$ cat src/rtl/cmdq_regs.sv
module cmdq_regs #(
  parameter int          ADDR_W   = 12,
  parameter int          NWORDS   = 32,
  parameter logic [31:0] SKIP_KEY = 32'hEE88_2266
) (
  input  logic              clk,
  input  logic              rst_n,
  input  logic [ADDR_W-1:0] addr,
  input  logic [31:0]       wdata,
  input  logic              we,
  input  logic              re,
  output logic [31:0]       rdata,
  output logic              irq
);
  localparam int IDX_W = $clog2(NWORDS);
  localparam logic [IDX_W-1:0] W_END = IDX_W'(5);
  localparam logic [IDX_W-1:0] W_WP  = IDX_W'(6);
  localparam logic [IDX_W-1:0] W_RP  = IDX_W'(7);
  localparam logic [IDX_W-1:0] W_CTL = IDX_W'(8);
  localparam logic [IDX_W-1:0] W_ST  = IDX_W'(9);
  localparam logic [31:0] PTR_MASK = 32'h0003_FFFF;
  localparam logic [31:0] CTL_MASK = 32'hBFEF_F07F;
  localparam logic [31:0] CMP_BITS = 32'h0000_0030;
  localparam logic [31:0] ST_RST   = 32'hF800_0000;

  logic [31:0]      mem [NWORDS];
  logic             skip;
  logic [IDX_W-1:0] idx;
  logic             in_rng;
  logic             unused_lsb;

  assign idx        = addr[IDX_W+1:2];
  assign in_rng     = (addr[ADDR_W-1:IDX_W+2] == '0);
  assign unused_lsb = ^addr[1:0];

  always_ff @(posedge clk or negedge rst_n) begin
    if (!rst_n) begin
      for (int i = 0; i < NWORDS; i++) mem[i] <= '0;
      mem[W_ST] <= ST_RST;
      skip      <= 1'b0;
      irq       <= 1'b0;
      rdata     <= '0;
    end else begin
      if (re) rdata <= in_rng ? mem[idx] : '0;
      if (we && in_rng) begin
        case (idx)
          W_END: mem[W_END] <= wdata & PTR_MASK;
          W_WP: begin
            mem[W_WP] <= wdata & PTR_MASK;
            mem[W_RP] <= wdata & PTR_MASK;
            if (skip) skip <= 1'b0;
            else begin
              mem[W_ST] <= mem[W_ST] | CMP_BITS;
              if (|(mem[W_CTL] & CMP_BITS)) irq <= 1'b1;
            end
          end
          W_RP:  if (wdata == SKIP_KEY) skip <= 1'b1;
          W_CTL: mem[W_CTL] <= wdata & CTL_MASK;
          W_ST: if (|(wdata & CMP_BITS)) begin
            mem[W_ST] <= mem[W_ST] & ~CMP_BITS;
            irq       <= 1'b0;
          end
          default: mem[idx] <= wdata;
        endcase
      end
    end
  end
endmodule

$ cat config.mk
export PLATFORM = sky130hd
export DESIGN_NAME = cmdq_regs
export DESIGN_NICKNAME = d
export VERILOG_FILES = /design/src/rtl/cmdq_regs.sv
export SDC_FILE = /design/constraint.sdc
export NUM_CORES = 1
export LEC_CHECK = 0
export BUFFER_PORTS_ARGS = -buffer_cell sky130_fd_sc_hd__buf_2
export CAP_MARGIN = 20
export CORE_MARGIN = 2
export CORE_UTILIZATION = 30
export DETAILED_ROUTE_END_ITERATION = 12
export SETUP_SLACK_MARGIN = 0.4
export SKIP_CTS_REPAIR_TIMING = 1
export SYNTH_ARGS = -nofsm -noshare
export SYNTH_HDL_FRONTEND = slang
export SYNTH_SLANG_ARGS = --single-unit
$ cat constraint.sdc
create_clock -name clk -period 2.2 [get_ports clk]
set_input_delay 0.22 -clock clk [delete_from_list [all_inputs] [get_ports clk]]
set_output_delay 0.22 -clock clk [all_outputs]
set_load 0.01 [all_outputs]
=== After elaboration in Yosys (flattened, before gate mapping) ===
Cells that the tools add are included.

* Bits in latches: 0
* Logic and storage cells: 95
* Input port bits: 48
* Bits in writable memories: 0
* Memories: 0
* Register bits: 1,058
* Memory bits (read-only): 0

* Shift-type cells: 0
* Reduce and logical (&&, ||, !) cells: 20
* $lt $le $gt $ge: 2
* Add/subtract/negate cells: 0
* Div/mod/pow operators: 0
* Mux-type cells: 19
* Bitwise gates (word level): 8
* Equality and inequality tests: 10
* $mul: 0

{| class="wikitable"
|+ Operators by type and width
! cell !! count
|-
| bitwise mux 1024 bit || 1
|-
| binary-select mux 32 bit (select 5 bit) || 1
|-
| demux 32 bit (select 5 bit) || 1
|-
| 2-to-1 mux 32 bit || 4
|-
| case mux 32 bit (2 select lines) || 2
|-
| case mux 64 bit (2 select lines) || 1
|-
| case mux 32 bit (3 select lines) || 1
|-
| equality test 32 bit, second input constant || 1
|-
| equality test 5 x 3 -> 1 bit, second input constant || 3
|-
| 2-to-1 mux 6 bit || 2
|-
| OR reduction 4 bit || 3
|-
| equality test 5 x 4 -> 1 bit, second input constant || 2
|-
| != test 2 bit, second input constant || 4
|-
| AND reduction 2 bit || 4
|-
| AND reduction 4 bit || 2
|-
| NOT 1 bit || 7
|-
| >= comparator 6 bit, second input constant || 1
|-
| < comparator 6 x 1 -> 1 bit, second input constant || 1
|-
| NOT 5 -> 6 bit || 1
|-
| logical NOT 5 bit || 1
|-
| AND reduction 5 bit || 1
|-
| OR reduction 5 bit || 1
|-
| 2-to-1 mux 1 bit || 4
|-
| case mux 1 bit (2 select lines) || 2
|-
| 5 further kinds || 8
|}

=== Depth between registers and ports, before layout ===
* Word-level depth: 7
* Depth in mapped cells: 9
* Gate-level depth less buffers: 5

=== Least setup slack after synthesis ===
OpenSTA, ideal clock, no wires.

* Kind: input to register
* From: input port addr[8]
* To: register mem[449] (netlist bit)
* Cell stages on the path: 6
* Path buffers: 1
* Path slack: -0.238 ns
* Arrival: 2.314 ns
* Cells stage by stage: or4_4 > nor3b_2 > nand4b_1 > nor3_1 > buf_4 > mux2_2

* Cells in the longest elaborated chain, start to end: 3

{| class="wikitable"
|+ Ends and longest elaborated chain
! what !! RTL line !! source
|-
| start: declaration || 8 || <nowiki>input logic [ADDR_W-1:0] addr,</nowiki>
|-
| logical NOT 5 bit || 33 || <nowiki>assign in_rng = (addr[ADDR_W-1:IDX_W+2] == '0);</nowiki>
|-
| logical AND 1 bit || 45 || <nowiki>if (we && in_rng) begin</nowiki>
|-
| AND reduction 2 bit (no source line) || n/a ||
|-
| end signal: indexed assignment || 47 || <nowiki>W_END: mem[W_END] <= wdata & PTR_MASK;</nowiki>
|-
| end signal: indexed assignment || 49 || <nowiki>mem[W_WP] <= wdata & PTR_MASK;</nowiki>
|-
| end signal: indexed assignment || 50 || <nowiki>mem[W_RP] <= wdata & PTR_MASK;</nowiki>
|-
| end: declaration || 26 || <nowiki>logic [31:0] mem [NWORDS];</nowiki>
|}

No other way between the ends.
A chain may end at the register's enable or synchronous reset.

=== Final worst setup path ===
* From: input port addr[9]
* To: register mem[456] (netlist bit)

The elaborated chain is that of the path after synthesis.

==> impl_metrics.yaml <==
run_status:
  status: "complete, no violations"
setup_path:
  crit_chain: "buf_6 > or4_4 > buf_6 > nor3b_4 > buf_6 > nand4b_1 > buf_4 > nor3_4 > buf_6 > clkbuf_16 > mux2_4"
  cpMostUsedCell: "buf_6"
  crit_required_ns: 2.79
  endpoint_kind: "register"
  startpoint_type: "primary input"
  cp_max_fo: 8
  crit_type: "primary input to register"
  cp_data_arrival_time_ns: 2.63
  r2r_slack_ns: 0.44
  crit_family: "simple AND/OR/NAND/NOR gates"
  crit_slowest_cell: "or4_4"
  critical-path-max-stage-delay_ns: 0.55
  path_buf_inv: 6
placement:
  placed_cell_area_um2: 53260
  gp_congestion: 0.8115
  io_buffers: 78
  hpwl_mm: 92.59
sta:
  setup_viol: 0
  fin_crit_ns: 2.042
  rsz0062_at_grt: "true"
  slew_viol_final: 0
  fin_setup_tns_ns: 0
  relSlewSlack_pct: 34.91
  tightest_slew_ns: 0.9627
  skew_ns: 0.02425
  fmax_ghz: 0.4898
  holdWs_ns: 0.03946
  hold_viol: 0
  post-route-period-util_pct: 92.81
synth:
  synth_most_common_cell: "dfrtp_1"
  synth_edf_count: 0
  ys_seq_area_share_pct: 56.34
  yosys_warnings: 0
  synthTopCellsByCount: "dfrtp_1, mux2_2, mux2i_1"
  netlist_area_um2: 47000
  yosys-top-cells-area: "dfrtp_1, mux2_2, mux2i_1"
  yosys_most_used_dff: "dfrtp_1"
  synth.top_cell.area_share_pct: 56.06
  synth_cell_types: 43
  syn_nets: 3502
  syn_area_per_cell_um2: 13.61
  ys_ff_latch: 1058
  synth_cells: 3454
  yosys.area.top_type: "dfrtp_1"
  async_flop_share_pct: 100.0
floorplanning:
  initial_utilization_pct: 30.16
  dieArea_um2: 159800
  ioPinCount: 81
  coreArea_um2: 155800
  num_rows: 145
  die_h_um: 399.8
  die_w_um: 399.8
min_path:
  hold_class: "primary input to async pin"
finish:
  syn_to_final_growth_pct: 26.60
  final_nets: 3788
  layout-drive-gt1-share_pct: 43.70
  fin_area_um2: 59500
global_routing:
  grt_first_pass_wirelength_mm: 214.9
  antenna_found_initial: 7
  track_usage_pct: 18.15
  grt_overflow: 0
  grt_max_degree: 104
  grt_pass1_vias: 30750
cts:
  cts_tree: "yes"
  ctsLongestPathBuffers: 3
  clk_pin_slew_ns: 0.06
  cts_buffers: 110
  clock_latency_ns: 0.72
  htreeDepth: 3
  root_buffer: "clkbuf_16"
  cts_sinks: 1058
power:
  p_sw_mw: 9.656
  ir_worst_vdd_mv: 0.6387
  combPwrFrac_pct: 6.0
  power.leakage_nw: 29.38
  internal_power_mw: 31.78
  seqPwrFrac_pct: 47.9
  power.density_nw_per_um2: 696.4
  clock_power_share_pct: 46.1
  netSwitchingFraction_pct: 23.30
route:
  drc: 0
  routed_wl_mm: 160.4
  dr.pass1.iters: 7
  ant_nets: 0
  avgViaCountPerCell: 5.234
  drt_iter0_drc: 2596
  wl_per_cell_um: 27.24
  vias: 30820
flow_run:
  maxCapViolations: 0
## final timing paths
check	start	end	cells after the start
max in group asynchronous	rst_n	mem[936]	3
min in group clk	wdata[17]	mem[785]	4
max reg2reg	mem[519]	rdata[7]	6
min reg2reg	mem[735]	mem[735]	0
min	rst_n	mem[668]	2
max	addr[9]	mem[456]	11
## placed cells by master (no fill, tap or decap), drive strengths merged
master,count
nand3b,2
or4b,5
nand4bb,6
clkbuf,209
or4,3
or3,3
a22o,33
o41ai,1
nor4,65
diode,3
dlygate4sd3,6
nor3,9
nand3,2
bufinv,6
buf,491
o21ai,2
dfrtp,1053
o22ai,256
clkinv,19
a221o,1
inv,4
dfstp,5
mux2,909
nand4,2
nor2,14
nand2b,2
or2,2
mux2i,512
nor2b,9
and3,3
and4,1
or3b,3
nand4b,9
a41oi,1
nand2,133
nor3b,2
and2,42
nor4b,3
## metal layers
| metal | track usage, % | share of wire (%) | vias up |
|---|---|---|---|
| met3 | 2.812 | 6.1 | 239 |
| met5 | 0 | 0.016 | - |
| met2 | 29.10 | 47 | 911 |
| li1 | - | - | 13140 |
| met4 | 5.015 | 3.1 | 6 |
| met1 | 25.43 | 44 | 16530 |
## sequential cells by signal, indices dropped and copies added, names as in the netlist
signal	cells
rdata	32
skip	1
mem	1024
irq	1
## cell type report
cell class / instances / area, µm²
Timing Repair Buffer: 534 / 6467
Inverter: 1 / 3.754
Clock buffer: 172 / 3348
Fill cell: 14580 / 96340
Sequential cell: 1058 / 26480
Multi-Input combinational cell: 2035 / 20290
Tap cell: 2058 / 2575
Antenna cell: 3 / 7.507
Clock inverter: 28 / 330.3
## power groups by stage
stage / sequential, mW / clock, mW / combinational, mW
6_report: 19.9 / 19.1 / 2.47
5_1_grt: 19.9 / 20.3 / 2.63
4_1_cts: 19.8 / 19.4 / 2.41
3_5_place_dp: 20.2 / 0 / 2.40
3_3_place_gp: 20.2 / 0 / 2.38
2_1_floorplan: 20.2 / 0 / 1.05
## per-stage QoR
step           total power, mW  worst slack, ns  cells  utilization [%]
5_1_grt                  42.77           0.1548   5886            38.18
6_report                 41.44           0.1583   5889            38.18
3_5_place_dp             22.61          -0.6121   5608            34.17
2_1_floorplan            21.22          -0.1527   3454                -
4_1_cts                  41.66           0.1530   5808            36.53
3_3_place_gp             22.58          -0.6182   5608            34.17
## logic make-up after synthesis
logic type / count (synthesis) / share of synthesized area, %
muxes: 1421 / 32.68
DFF: 1058 / 56.34
buffers and inverters: 361 / 3.155
and+or+nand+nor: 320 / 3.716
AOI/OAI and AO/OA: 294 / 4.102
(Power assumes the default switching activity.)
